===== src/rtl/clksyn_pkg.sv =====
package clksyn_pkg;
  localparam int NREG = 3;
  typedef enum logic [1:0] {SQ_IDLE, SQ_GOT_A, SQ_GOT_B} seq_t;
endpackage


===== src/rtl/clksyn_index.sv =====
module clksyn_index #(
  parameter int IDX_W    = 8,
  parameter int NREG     = 3,
  parameter int BASE_IDX = 'hCC,
  localparam int SLOT_W  = (NREG > 1) ? $clog2(NREG) : 1
) (
  input  logic              clk,
  input  logic              rst,
  input  logic              io_wr,
  input  logic              io_sel,
  input  logic [IDX_W-1:0]  io_wdata,
  output logic [IDX_W-1:0]  idx_q,
  output logic              in_range,
  output logic [SLOT_W-1:0] slot,
  output logic [NREG-1:0]   wr_hit
);
  localparam logic [IDX_W-1:0] BASE_V = IDX_W'(BASE_IDX);
  localparam logic [IDX_W-1:0] LAST_V = IDX_W'(BASE_IDX + NREG - 1);

  logic [IDX_W-1:0] off;

  always_ff @(posedge clk) begin
    if (rst)                  idx_q <= '0;
    else if (io_wr && !io_sel) idx_q <= io_wdata;
  end

  always_comb begin
    off      = idx_q - BASE_V;
    in_range = (idx_q >= BASE_V) && (idx_q <= LAST_V);
    slot     = off[SLOT_W-1:0];
  end

  for (genvar i = 0; i < NREG; i++) begin : g_hit
    assign wr_hit[i] = io_wr && io_sel && in_range && (slot == SLOT_W'(i));
  end

  // a data write outside the window reaches no register
  assert_no_stray_hit_R9: assert property (@(posedge clk) disable iff (rst)
    !in_range |-> (wr_hit == '0));
  assert_onehot_hit_R1: assert property (@(posedge clk) disable iff (rst)
    $onehot0(wr_hit));
endmodule


===== src/rtl/clksyn_seq.sv =====
module clksyn_seq #(
  parameter int NREG = 3
) (
  input  logic             clk,
  input  logic             rst,
  input  logic [NREG-1:0]  wr_hit,
  output logic             commit,
  output clksyn_pkg::seq_t state
);
  import clksyn_pkg::*;

  seq_t nxt;

  always_comb begin
    nxt    = state;
    commit = 1'b0;
    if (wr_hit[0]) begin
      nxt = SQ_GOT_A;
    end else if (wr_hit[1]) begin
      nxt = (state == SQ_GOT_A) ? SQ_GOT_B : SQ_IDLE;
    end else if (wr_hit[NREG-1]) begin
      commit = (state == SQ_GOT_B);
      nxt    = SQ_IDLE;
    end
  end

  always_ff @(posedge clk) begin
    if (rst) state <= SQ_IDLE;
    else     state <= nxt;
  end

  // every top-register write leaves the tracker idle
  assert_top_write_idles_R4: assert property (@(posedge clk) disable iff (rst)
    wr_hit[NREG-1] |=> (state == SQ_IDLE));
  // a low-register write always restarts the sequence
  assert_low_restarts_R4: assert property (@(posedge clk) disable iff (rst)
    wr_hit[0] |=> (state == SQ_GOT_A));
  // no hit leaves the state alone
  assert_idle_hold_R9: assert property (@(posedge clk) disable iff (rst)
    (wr_hit == '0) |=> $stable(state));
endmodule


===== src/rtl/clksyn_div.sv =====
module clksyn_div #(
  parameter int CODE_W  = 3,
  parameter int RATIO_W = 6
) (
  input  logic [CODE_W-1:0]  code,
  output logic [RATIO_W-1:0] ratio,
  output logic               bad
);
  always_comb begin
    bad   = (int'(code) >= RATIO_W);
    ratio = bad ? '0 : (RATIO_W'(1) << code);
  end
endmodule


===== src/rtl/clksyn_param_regs.sv =====
module clksyn_param_regs #(
  parameter int IDX_W    = 8,
  parameter int DATA_W   = 8,
  parameter int BASE_IDX = 'hCC,
  parameter int SEL_BIT  = 7,
  parameter int DIV_LSB  = 4,
  parameter int DIV_W    = 3,
  parameter int RATIO_W  = 6
) (
  input  logic               clk,
  input  logic               rst,
  input  logic               io_wr,
  input  logic               io_rd,
  input  logic               io_sel,
  input  logic [DATA_W-1:0]  io_wdata,
  output logic [DATA_W-1:0]  io_rdata,
  output logic [DATA_W-1:0]  loop_a,
  output logic [DATA_W-1:0]  loop_b,
  output logic [RATIO_W-1:0] div_ratio,
  output logic               div_bad,
  output logic               src_prog,
  output logic               upd_pulse
);
  import clksyn_pkg::*;

  localparam int SLOT_W = (NREG > 1) ? $clog2(NREG) : 1;
  localparam int TOP    = NREG - 1;
  localparam logic [DATA_W-1:0] TOP_MASK = ~((DATA_W'(1) << DIV_LSB) - DATA_W'(1));

  logic [IDX_W-1:0]   idx_q;
  logic               in_range;
  logic [SLOT_W-1:0]  slot;
  logic [NREG-1:0]    wr_hit;
  logic               commit;
  seq_t               sq_state;
  logic [RATIO_W-1:0] dec_ratio;
  logic               dec_bad;
  logic [DATA_W-1:0]  shadow [NREG];
  logic [DATA_W-1:0]  rd_sel;

  clksyn_index #(.IDX_W(IDX_W), .NREG(NREG), .BASE_IDX(BASE_IDX)) u_index (
    .clk(clk), .rst(rst), .io_wr(io_wr), .io_sel(io_sel),
    .io_wdata(io_wdata[IDX_W-1:0]), .idx_q(idx_q), .in_range(in_range),
    .slot(slot), .wr_hit(wr_hit)
  );

  clksyn_seq #(.NREG(NREG)) u_seq (
    .clk(clk), .rst(rst), .wr_hit(wr_hit), .commit(commit), .state(sq_state)
  );

  clksyn_div #(.CODE_W(DIV_W), .RATIO_W(RATIO_W)) u_div (
    .code(io_wdata[DIV_LSB +: DIV_W]), .ratio(dec_ratio), .bad(dec_bad)
  );

  for (genvar i = 0; i < NREG; i++) begin : g_shadow
    localparam logic [DATA_W-1:0] MASK = (i == TOP) ? TOP_MASK : '1;
    always_ff @(posedge clk) begin
      if (rst)            shadow[i] <= '0;
      else if (wr_hit[i]) shadow[i] <= io_wdata & MASK;
    end
  end

  always_ff @(posedge clk) begin
    if (rst) begin
      loop_a    <= '0;
      loop_b    <= '0;
      div_ratio <= RATIO_W'(1);
      div_bad   <= 1'b0;
      upd_pulse <= 1'b0;
    end else begin
      upd_pulse <= commit;
      if (commit) begin
        loop_a    <= shadow[0];
        loop_b    <= shadow[1];
        div_ratio <= dec_ratio;
        div_bad   <= dec_bad;
      end
    end
  end

  always_ff @(posedge clk) begin
    if (rst)              src_prog <= 1'b0;
    else if (wr_hit[TOP]) src_prog <= io_wdata[SEL_BIT];
  end

  always_comb begin
    rd_sel = '0;
    for (int i = 0; i < NREG; i++)
      if (in_range && slot == SLOT_W'(i)) rd_sel = shadow[i];
  end

  always_ff @(posedge clk) begin
    if (rst)        io_rdata <= '0;
    else if (io_rd) io_rdata <= io_sel ? rd_sel : DATA_W'(idx_q);
  end

  // active parameters move only on an update cycle
  assert_active_hold_R2: assert property (@(posedge clk) disable iff (rst)
    !upd_pulse |-> $stable({loop_a, loop_b, div_ratio, div_bad}));
  // the committed middle byte is the shadow value
  assert_commit_match_R3: assert property (@(posedge clk) disable iff (rst)
    upd_pulse |-> (loop_b == shadow[1]) && (loop_a == shadow[0]));
  // update pulse lasts one cycle
  assert_pulse_single_R11: assert property (@(posedge clk) disable iff (rst)
    upd_pulse |=> !upd_pulse);
  // a reserved code yields a zero ratio
  assert_bad_zero_R7: assert property (@(posedge clk) disable iff (rst)
    div_bad |-> (div_ratio == '0));
  // a valid ratio is a single power of two
  assert_ratio_pow2_R6: assert property (@(posedge clk) disable iff (rst)
    !div_bad |-> $onehot0(div_ratio) && (div_ratio != '0));
  // reserved low bits of the top register read back as zero
  assert_low_zero_R8: assert property (@(posedge clk) disable iff (rst)
    $past(io_rd && io_sel && in_range && slot == SLOT_W'(TOP))
      |-> ((io_rdata & ~TOP_MASK) == '0));
endmodule


===== config.mk =====
export PLATFORM = sky130hd
export DESIGN_NAME = clksyn_param_regs
export DESIGN_NICKNAME = d
export VERILOG_FILES = /design/src/rtl/clksyn_pkg.sv /design/src/rtl/clksyn_index.sv /design/src/rtl/clksyn_seq.sv /design/src/rtl/clksyn_div.sv /design/src/rtl/clksyn_param_regs.sv
export SDC_FILE = /design/constraint.sdc
export NUM_CORES = 1
export LEC_CHECK = 0
export BUFFER_PORTS_ARGS = -buffer_cell sky130_fd_sc_hd__buf_2
export CAP_MARGIN = 20
export CORE_ASPECT_RATIO = 1.25
export CORE_MARGIN = 2
export CORE_UTILIZATION = 52
export CTS_BUF_LIST = sky130_fd_sc_hd__clkbuf_16
export CTS_CLUSTER_SIZE = 20
export DETAILED_ROUTE_END_ITERATION = 7
export PLACE_DENSITY = 0.74
export SLEW_MARGIN = 40
export SYNTH_ARGS = -nofsm -noshare
export SYNTH_HDL_FRONTEND = slang
export SYNTH_SLANG_ARGS = --single-unit

===== constraint.sdc =====
create_clock -name clk -period 2.07 [get_ports clk]
set_input_delay 0.1035 -clock clk [delete_from_list [all_inputs] [get_ports clk]]
set_output_delay 0.1035 -clock clk [all_outputs]
set_load 0.01 [all_outputs]

==> results of run 1 <==
[layout make-up]
type                    instances  area [um2]
flip-flops and latches         63        1460
inverters                      11        41.3
multi-input cells             178        1310
repair buffers                 52         290
clock buffers                   9         225
well taps                      64        80.1
clock inverters                 7        28.8
fillers                       467        1970
[kinds of logic after synthesis]
kind of cell / count (synthesis)
and+or+nand+nor: 111
DFF: 63
muxes: 38
AOI/OAI and AO/OA: 29
buffers and inverters: 28
[metrics by stage]
stage	total power, mW	hold slack (ns)	util (%)	instances	instance area, um2
2_1_floorplan	1.44	0.221	-	269	2910
3_3_place_gp	1.49	0.367	58.9	368	3180
3_5_place_dp	1.49	0.376	58.9	368	3180
4_1_cts	2.75	0.0522	63.6	384	3440
5_1_grt	2.84	0.0792	63.6	384	3440
6_report	2.72	0.0597	63.6	384	3440
[per-layer routing]
layer  global-route usage [%]  part of all wire, %  vias up
met5                        0                    0        -
met4                     7.38                  1.2        0
met3                     4.83                  4.2        8
met2                     34.1                   50       48
met1                     25.3                   45      975
li1                         -                    -     1034
[state kept, by name (all words and copies together) (netlist names)]
register       cells
u_seq.state        2
io_rdata           8
shadow            20
upd_pulse          1
loop_b             8
u_index.idx_q      8
div_bad            1
src_prog           1
div_ratio          6
loop_a             8
[cells in the mapped netlist, types with 3 or more instances]
cell / instances / area share, %
nand3b_1: 5 / 1.3
inv_1: 11 / 1.4
mux2_2: 8 / 3.1
nor2_1: 10 / 1.3
nor2b_1: 3 / 0.65
buf_6: 4 / 1.5
o32ai_1: 3 / 0.90
a21o_1: 4 / 1.0
or4_1: 3 / 0.77
nor3_2: 9 / 3.1
a22oi_1: 8 / 2.1
clkbuf_1: 11 / 1.4
nor3_1: 8 / 1.4
and2_1: 4 / 0.86
dfxtp_1: 43 / 30
mux2i_1: 30 / 10
nand2b_1: 47 / 10
or3_1: 4 / 0.86
nand2_1: 6 / 0.77
edfxtp_1: 20 / 21
o21ai_0: 5 / 0.86
o21ai_1: 4 / 0.69
[placed cells by master, fill, tap and decap left out, types with 2 or more instances in the layout]
cell type / count
nand3_1: 2
nand3b_1: 5
o21ai_0: 5
clkbuf_16: 9
and2_1: 4
edfxtp_1: 20
nor2_1: 10
nand2_1: 6
mux2_2: 8
or3_1: 4
o32ai_1: 3
mux2i_1: 30
nor2b_1: 3
dfxtp_1: 43
buf_2: 45
a31oi_1: 2
o21ai_1: 4
o21bai_1: 2
a22oi_1: 8
or4_1: 3
nor3_2: 9
inv_1: 15
nand4bb_1: 2
clkinv_2: 2
nand2b_1: 47
nor3_1: 8
a21o_1: 4
buf_4: 6
[worst paths after layout]
| check | from | end | slack (ns) |
|---|---|---|---|
| max reg2reg | u_index.idx_q[1] | div_ratio[1] | 0.31 |
| min reg2reg | loop_b[4] | loop_b[4] | 0.47 |
| min | io_wdata[2] | u_index.idx_q[2] | 0.06 |
| max | u_index.idx_q[1] | div_ratio[1] | 0.31 |
[worst min-delay path: stages]
cell and delay, ns:
buf_2 0.10, mux2i_1 0.06, nor2_1 0.07
[power by group through the flow]
stage          Sequential, mW  Clock, mW  Combinational [mW]
2_1_floorplan            1.33          0               0.103
3_3_place_gp             1.34          0               0.149
3_5_place_dp             1.34          0               0.154
4_1_cts                  1.32       1.28               0.154
5_1_grt                  1.32       1.35               0.169
6_report                 1.32       1.25               0.154
==> impl_results.md, run 1 <==
* Clock slew at reported path FFs at about 0.05 ns
* Netlist cell types at 36
* Post-synth design cell area at about 2900 um2
* Hold-fix buffers, CTS at 0
* Reg power frac at between 40 and 50%
* Area delta synth->final at 18.2%
* Comb power frac at between 5 and 6%
* DIE HEIGHT at 87.6 um
* Total GRT Usage at between 20 and 25%
* Slew of the pin with the lowest slew margin at between 0.4 and 0.5 ns
* Worst-Skew Late Latency at 0.32 ns
* First-pass GRT wire length at slightly below 10000 um
* Number of DRC markers in iteration 0 at 126
* Cell Rows at 30
* DRT Pass-1 Iters at 4
* Pre-CTS setup slack at roughly 0.32 ns
* Worst-path fanout max at 12
* # nets final at 328
* Mux cell area share after synthesis at between 10 and 15%
* Top_reg_cell synth: dfxtp_1
* Run status: complete, no violations
* Synth Net Count at ~280
* Setup TNS at 0 ns
* # diodes at 0
* Pint at 2.14 mW
* CP Capture Type: flop
* RSZ-0062 raised after global routing: no
* P_leak at around 1.3 nW
* Clock buffer count from CTS at 9
* Synthesized area per cell at 10.8 um2
* Sw Ratio at a little over a fifth
* Worst-path cell chain: nand3b_1 > or4_1 > o32ai_1
* DR vias at between 2000 and 2500
* F_max at roughly 0.57 GHz
* Post-CTS setup buffer count at 0
* TritonCTS Sinks at 63
* Period utilization at 84.9%
* Final setup vio count at 0
* Max VDD drop at 0.000626 V
* Cell at the slowest stage of the critical path: or4_1
* Post-synthesis compound-gate area fraction at 6.75%
* Mapped Cells at about 270
* Full die area at 6210 um2
* Global route total overflow at 0
* DP Wirelength at between 4000 and 5000 um
* WP depth at 3
* CP arrival at 1.98 ns
* Post-CTS Resized at 0
* Final-report max-slew violation count at 0
* Crit path max-delay family: simple AND/OR/NAND/NOR gates
* Avg WL per Cell at between 15 and 20 um
* Clk pwr share at between 40% and 50%
* Slew headroom at about two thirds
* Final hold viol count at 0
* Synth Warn # at 0
* TritonCTS clock tree: yes
* Chip width at around 71 um
* Clk root buf: clkbuf_16
* Worst path max stage delay at approximately 0.6 ns
* Post-synthesis adder-cell area fraction at 0%
* Worst setup margin at 0.313 ns
* Maximum root-to-sink buffer count at 2
* Post-synthesis sequential element count at 63
* Length in cells of the worst reg-to-reg path at 3
* PD cells at ~800 nW/um2
* EDFF count, synth at 20
* Final wirelength at between 5000 and 6000 um
* Worst Skew at approximately 0.0070 ns
* Share of flip-flops with an asynchronous set or reset at 0%
* Initial antenna violation count at 0
* Hold Path Class: input port to flop
* Psw at between 0.5 and 0.6 mW
* Post-Synth XOR/XNOR Area at 0%
* I/O pins at 46
* Max-cap violation count at 0
* Vias per cell at 5.38
* CP bufs+invs at 0
* Simple-Gate Fraction of Synth Area at between 20% and 30%
* Initial core utilization at a little over half
* Core Footprint at approximately 5400 um2
* Min cycle time layout at 1.76 ns
* Drt drc at 0
* Setup CP Type: flop to flop
* Vias in the first global route at roughly 2000
* Type of origin of the critical path: flop
* Placer congestion estimate at 0.761
* Largest net degree at the start of global routing at a little under 50
* Sequential share of the synthesized area at approximately half
* CTS H-Tree Depth at 3
* Port buffer count at 45
* Layout cells sized above 1 at 25.9%
* Worst Path Required at between 2 and 2.5 ns
* Hold Path Depth at 3
* Largest family of logic cells by synthesized area: simple AND/OR/NAND/NOR gates
* Antenna violation net count after detailed routing at 0
No activity file was read; power rests on OpenSTA's default activity.
==> run 2, diff against run 1 <==
CORE_UTILIZATION = 51   (was 52)
PLACE_DENSITY = 0.76   (was 0.74)
clock period = 1.6 ns   (was 2.07 ns; I/O delays follow)
==> run 2 against run 1 <==
- sequential power rose by 29%
- cell count grew 3.9%
- critical path depth did not move
- count of clock-buffer cells in the layout is the same
- utilization rose by 4.2 points
- via count increased by 6.7%
- clock power grew 61%
- global-route usage grew 0.16 points
- highest routed layer unchanged
==> impl_results.md, run 2 (synthesized netlist as in run 1, its figures left out) <==
* DRT Pass-1 Iters at 4 (unchanged)
* DIE HEIGHT at 88.4 um (was 87.6 um)
* Most frequent cells in the layout: nand2b_1, buf_2, dfxtp_1 (unchanged)
* DR vias at 2203 (was 2065)
* WHS Endpoint: u_index.idx_q[1] (was u_index.idx_q[2])
* First-pass GRT wire length at 9820 um (was 9670 um)
* Slew headroom at 69.4% (was 67.0%)
* Clock buffer count from CTS at 9 (unchanged)
* Hold Path Depth at 3 (unchanged)
* Final instance area at 3720 um2 (was 3440 um2)
* Worst r2r src: u_index.idx_q[5] (was u_index.idx_q[1])
* Max-cap violation count at 0 (unchanged)
* Multi-input combinational cell area at 1370 um2 (was 1310 um2)
* Worst Path Required at 1.76 ns (was 2.29 ns)
* Placed cells at 379 (was 368)
* Fill cells at 418 (was 467)
* CP bufs+invs at 0 (unchanged)
* Layout cells sized above 1 at 33.1% (was 25.9%)
* DP Wirelength at 4230 um (was 4240 um)
* # diodes at 0 (unchanged)
* Initial core utilization at 53.1% (was 53.8%)
* CTS H-Tree Depth at 3 (unchanged)
* Antenna violation net count after detailed routing at 0 (unchanged)
* Final wirelength at 6440 um (was 5930 um)
* Drt drc at 0 (unchanged)
* Commonest non-fill, non-tap cell in the layout: nand2b_1 (unchanged)
* Worst-path cell chain: nand4bb_4 > or4_4 > nor3_2 (was nand3b_1 > or4_1 > o32ai_1)
* Clk root buf: clkbuf_16 (unchanged)
* Run status: complete, no violations (unchanged)
* Full die area at 6330 um2 (was 6210 um2)
* Hold-fix buffers, CTS at 0 (unchanged)
* Maximum root-to-sink buffer count at 2 (unchanged)
* Worst Skew at 0.00550 ns (was 0.00703 ns)
* Hold Path Class: input port to flop (unchanged)
* PD cells at 1060 nW/um2 (was 793 nW/um2)
* Post-route insts no fill at 399 (was 384)
* Top reg by flops: shadow (unchanged)
* TritonCTS Sinks at 63 (unchanged)
* Cell at the slowest stage of the critical path: or4_4 (was or4_1)
* Final Hold Slack at 0.0263 ns (was 0.0597 ns)
* Cell Rows at 30 (unchanged)
* Max VDD drop at 0.000669 V (was 0.000626 V)
* Length in cells of the worst reg-to-reg path at 3 (unchanged)
* Core Util, Final at 67.8% (was 63.6%)
* Final setup vio count at 0 (unchanged)
* Largest net degree at the start of global routing at 49 (unchanged)
* Chip width at 71.6 um (was 70.9 um)
* Area delta synth->final at 27.7% (was 18.2%)
* Final-report max-slew violation count at 0 (unchanged)
* Core Footprint at 5480 um2 (was 5410 um2)
* # nets final at 343 (was 328)
* R2R setup slack at 0.02 ns (was 0.31 ns)
* Worst path max stage delay at 0.65 ns (was 0.60 ns)
* CP arrival at 1.75 ns (was 1.98 ns)
* Clock slew at reported path FFs at 0.05 ns (about the same)
* RSZ-0062 raised after global routing: yes (was no)
* Reg area at 1470 um2 (was 1460 um2)
* TritonCTS clock tree: yes (unchanged)
* Placed Area at 3270 um2 (was 3180 um2)
* Pre-CTS setup slack at -0.00662 ns (was 0.318 ns)
* Worst hold start: io_wdata[1] (was io_wdata[2])
* Final hold viol count at 0 (unchanged)
* Final Total Pwr at 3.94 mW (was 2.72 mW)
* Vias per cell at 5.52 (was 5.38)
* Total GRT Usage at 20.4% (was 20.2%)
* Vias in the first global route at 2095 (was 2006)
* Crit path max-delay family: simple AND/OR/NAND/NOR gates (unchanged)
* Min cycle time layout at 1.58 ns (was 1.76 ns)
* CP Capture Type: flop (unchanged)
* Reg-to-Reg End: shadow[1][3] (was div_ratio[1])
* Worst-Skew Late Latency at 0.33 ns (was 0.32 ns)
* Period utilization at 99.0% (was 84.9%)
* Port buffer count at 45 (unchanged)
* Setup TNS at 0 ns (unchanged)
* Placer congestion estimate at 0.842 (was 0.761)
* Type of origin of the critical path: flop (unchanged)
* Max reg flops at 20 (unchanged)
* I/O pins at 46 (unchanged)
* Worst-path fanout max at 20 (was 12)
* Initial antenna violation count at 0 (unchanged)
* Worst setup margin at 0.0152 ns (was 0.313 ns)
* Setup CP Type: flop to flop (unchanged)
* Global route total overflow at 0 (unchanged)
* F_max at 0.631 GHz (was 0.569 GHz)
* Slew of the pin with the lowest slew margin at 0.455 ns (was 0.494 ns)
* Number of DRC markers in iteration 0 at 170 (was 126)
* P_leak at 1.44 nW (was 1.32 nW)
* Avg WL per Cell at 16.1 um (was 15.4 um)
## run 2: cell types whose count changed in the layout (fill, tap and decap cells not counted), sizes merged
cell,previous run,this run
buf,52,65
bufinv,0,2
inv,15,13
clkbuf,9,11
## run 2: tightest hold or removal path, stage by stage
cell,delay [ns]
buf_2,0.09
mux2i_1,0.06
nor2_1,0.07
## run 2: worst max path at each step
stage | cells after the start | slack, ns | start | endpoint
after global routing | 3 | -0.03 | u_index.idx_q[5] | shadow[1][5]
after floorplan | 4 | -0.07 | u_index.idx_q[5] | shadow[0][0]
after global placement | 4 | 0.03 | u_index.idx_q[5] | shadow[1][2]
after CTS | 3 | 0.02 | u_index.idx_q[5] | shadow[1][6]
after detailed placement | 5 | -0.007 | u_index.idx_q[5] | loop_a[6]
final | 3 | 0.02 | u_index.idx_q[5] | shadow[1][3]
## run 2: repair_timing
item / CTS / global route
gates resized for setup: 2 / 12
endpoints found under the setup margin: 21 / 48
setup buffers: 0 / 1
pin swaps: 1 / 3
gates cloned: 0 / 3
hold endpoints to repair: 0 / 0
## run 2: area by class of cell
cell class | instances | area share, %
inverter | 11 | 1.11
clock inverter | 7 | 2.19
clock buffer | 9 | 6.06
timing repair buffer | 67 | 12.1
multi-input combinational | 178 | 36.9
tap | 64 | 2.15
sequential | 63 | 39.5
## run 2: where the power goes
part | internal (mW) | switching [mW] | leakage, nW | total, mW
registers | 1.68 | 0.0216 | 0.556 | 1.70
logic | 0.100 | 0.128 | 0.727 | 0.228
clock network | 1.34 | 0.669 | 0.159 | 2.01
## run 2: per-layer routing
| metal | track usage (%) | part of all wire (%) | up-vias |
|---|---|---|---|
| met2 | 33.2 | 50 | 65 |
| met1 | 24.9 | 42 | 1051 |
| li1 | - | - | 1070 |
| met3 | 5.47 | 5.5 | 17 |
| met5 | 0 | 0 | - |
| met4 | 10.1 | 2.6 | 0 |
==> run 3, diff against run 2 <==
CORE_UTILIZATION = 52   (was 51)
CTS_BUF_LIST = sky130_fd_sc_hd__clkbuf_4   (was sky130_fd_sc_hd__clkbuf_16)
PLACE_DENSITY = 0.78   (was 0.76)
==> run 3 against run 2 <==
- clock skew rose by 0.0085 ns
- flip-flop and latch count did not move
- worst hold slack got worse by 0.0036 ns
- cell area fell by 2.8%
- critical endpoint is now loop_a[2]
- the run now ends with setup timing left
- highest routed layer unchanged
- sequential power barely moved
==> impl_results.md, run 3 (synthesized netlist as in run 1, its figures left out) <==
* Worst Path Required at 1.95 ns (was 1.76 ns)
* Min cycle time layout at 1.64 ns (was 1.58 ns)
* Clock buffer count from CTS at 9 (unchanged)
* Port buffer count at 45 (unchanged)
* Worst-Skew Late Latency at 0.41 ns (was 0.33 ns)
* P_leak at 1.39 nW (was 1.44 nW)
* RSZ-0062 raised after global routing: yes (unchanged)
* Clk pwr share at 31.3% (was 51.0%)
* CP Capture Type: flop (unchanged)
* Top reg by flops: shadow (unchanged)
* Reg area at 1470 um2 (about the same)
* Vias in the first global route at 2091 (was 2095)
* Setup CP Type: flop to flop (unchanged)
* Failing checks: setup timing
* Final instance area at 3610 um2 (was 3720 um2)
* Chip width at 70.9 um (was 71.6 um)
* First-pass GRT wire length at 10100 um (was 9820 um)
* Comb power frac at 8.5% (was 5.8%)
* Antenna violation net count after detailed routing at 0 (unchanged)
* Final hold viol count at 0 (unchanged)
* Initial antenna violation count at 0 (unchanged)
* Maximum root-to-sink buffer count at 2 (unchanged)
* I/O pins at 46 (unchanged)
* Area delta synth->final at 24.1% (was 27.7%)
* Global route total overflow at 0 (unchanged)
* CP arrival at 1.99 ns (was 1.75 ns)
* Worst Skew at 0.0140 ns (was 0.00550 ns)
* Psw at 0.715 mW (was 0.819 mW)
* Placed Area at 3270 um2 (unchanged)
* Worst setup margin at -0.0389 ns (was 0.0152 ns)
* Final Total Pwr at 2.82 mW (was 3.94 mW)
* # diodes at 0 (unchanged)
* Slew headroom at 69.9% (was 69.4%)
* Final setup vio count at 12 (was 0)
* Clk root buf: clkbuf_4 (was clkbuf_16)
* Commonest non-fill, non-tap cell in the layout: nand2b_1 (unchanged)
* F_max at 0.610 GHz (was 0.631 GHz)
* DRT Pass-1 Iters at 4 (unchanged)
* Post-route insts no fill at 411 (was 399)
* Most frequent cells in the layout: nand2b_1, buf_2, dfxtp_1 (unchanged)
* Number of DRC markers in iteration 0 at 103 (was 170)
* Total GRT Usage at 21.4% (was 20.4%)
* Worst-path fanout max at 6 (was 20)
* DIE HEIGHT at 87.6 um (was 88.4 um)
* Layout cells sized above 1 at 33.1% (about the same)
* Period utilization at 102% (was 99.0%)
* DR vias at 2219 (was 2203)
* # nets final at 355 (was 343)
* TritonCTS Sinks at 63 (unchanged)
* Pint at 2.10 mW (was 3.12 mW)
* Placed cells at 379 (unchanged)
* Multi-input combinational cell area at 1360 um2 (was 1370 um2)
* Cell Rows at 30 (unchanged)
* Core Footprint at 5410 um2 (was 5480 um2)
* Reg power frac at 60.1% (was 43.2%)
* DP Wirelength at 4300 um (was 4230 um)
* Initial core utilization at 53.8% (was 53.1%)
* Run status: finished, violations left (was complete, no violations)
* Max VDD drop at 0.000449 V (was 0.000669 V)
* Final-report max-slew violation count at 0 (unchanged)
* Type of origin of the critical path: flop (unchanged)
* Hold Path Class: input port to flop (unchanged)
* Placer congestion estimate at 0.832 (was 0.842)
* CTS H-Tree Depth at 3 (unchanged)
* Largest net degree at the start of global routing at 49 (unchanged)
* PD cells at 780 nW/um2 (was 1060 nW/um2)
* Vias per cell at 5.40 (was 5.52)
* Max reg flops at 20 (unchanged)
* Final wirelength at 6550 um (was 6440 um)
* Drt drc at 0 (unchanged)
* TritonCTS clock tree: yes (unchanged)
* Max-cap violation count at 0 (unchanged)
* Sw Ratio at 25.4% (was 20.8%)
* Full die area at 6210 um2 (was 6330 um2)
* Fill cells at 450 (was 418)
* Clock slew at reported path FFs at 0.11 ns (was 0.05 ns)
* Avg WL per Cell at 15.9 um (was 16.1 um)
* Slew of the pin with the lowest slew margin at 0.450 ns (was 0.455 ns)
run 3: cell count changes in the layout (fill, tap and decap cells not counted), sizes merged:
cell	delta
buf	+4
clkinvlp	+1
bufinv	-2
clkbuf	+1
inv	-2
dlygate4sd3	+8
clkinv	+2
run 3: power groups by stage:
stage	Combinational [mW]	Sequential (mW)	Clock (mW)
6_report	0.240	1.69	0.883
5_1_grt	0.262	1.70	0.967
4_1_cts	0.236	1.69	0.898
3_5_place_dp	0.218	1.73	0
3_3_place_gp	0.213	1.73	0
2_1_floorplan	0.135	1.72	0
run 3: final timing paths:
check                                 startpoint          endpoint  slack (ns)  cells past startpoint
worst min-delay path                 io_wdata[4]  u_index.idx_q[4]        0.02                      3
worst max-delay path            u_index.idx_q[1]         loop_a[2]       -0.04                      6
worst min register to register         loop_a[1]         loop_a[1]        0.48                      2
worst max register to register  u_index.idx_q[1]         loop_a[2]       -0.04                      6
run 3: area by class of cell:
class	count	area share, %
sequential	63	40.6
timing repair buffer	79	15.4
inverter	11	1.14
multi-input combinational	178	37.8
clock inverter	6	0.797
clock buffer	10	2.08
tap	64	2.22
run 3: worst max-delay path: stages (launching register included):
cell and delay (ns):
dfxtp_2 0.38, nand3b_1 0.16, buf_4 0.18, nor4_4 0.30
buf_4 0.20, buf_12 0.14, mux2i_4 0.22
run 3: through the flow:
step	util [%]	setup WS, ns	TNS (ns)	hold WS [ns]
3_5_place_dp	60.6	-0.0236	-0.0236	0.345
6_report	66.8	-0.0389	-0.158	0.0227
3_3_place_gp	60.6	0.0373	0	0.343
5_1_grt	66.8	-0.0818	-1.77	0.0350
2_1_floorplan	-	-0.0719	-1.15	0.197
4_1_cts	65.5	-0.0244	-0.132	0.00611
run 3: routing by layer:
metal	part of all wire, %	global-route usage (%)
met5	0	0
met2	53	36.2
met3	4.2	3.45
met1	42	26.0
met4	1.2	11.8
run 3: what timing repair did:
item	4_1_cts	5_1_grt
buffers inserted	2	4
gates cloned	2	1
endpoints found under the setup margin	9	57
hold endpoints to repair	11	0
pin swaps	2	4
hold buffers	8	0
resized for setup	5	8
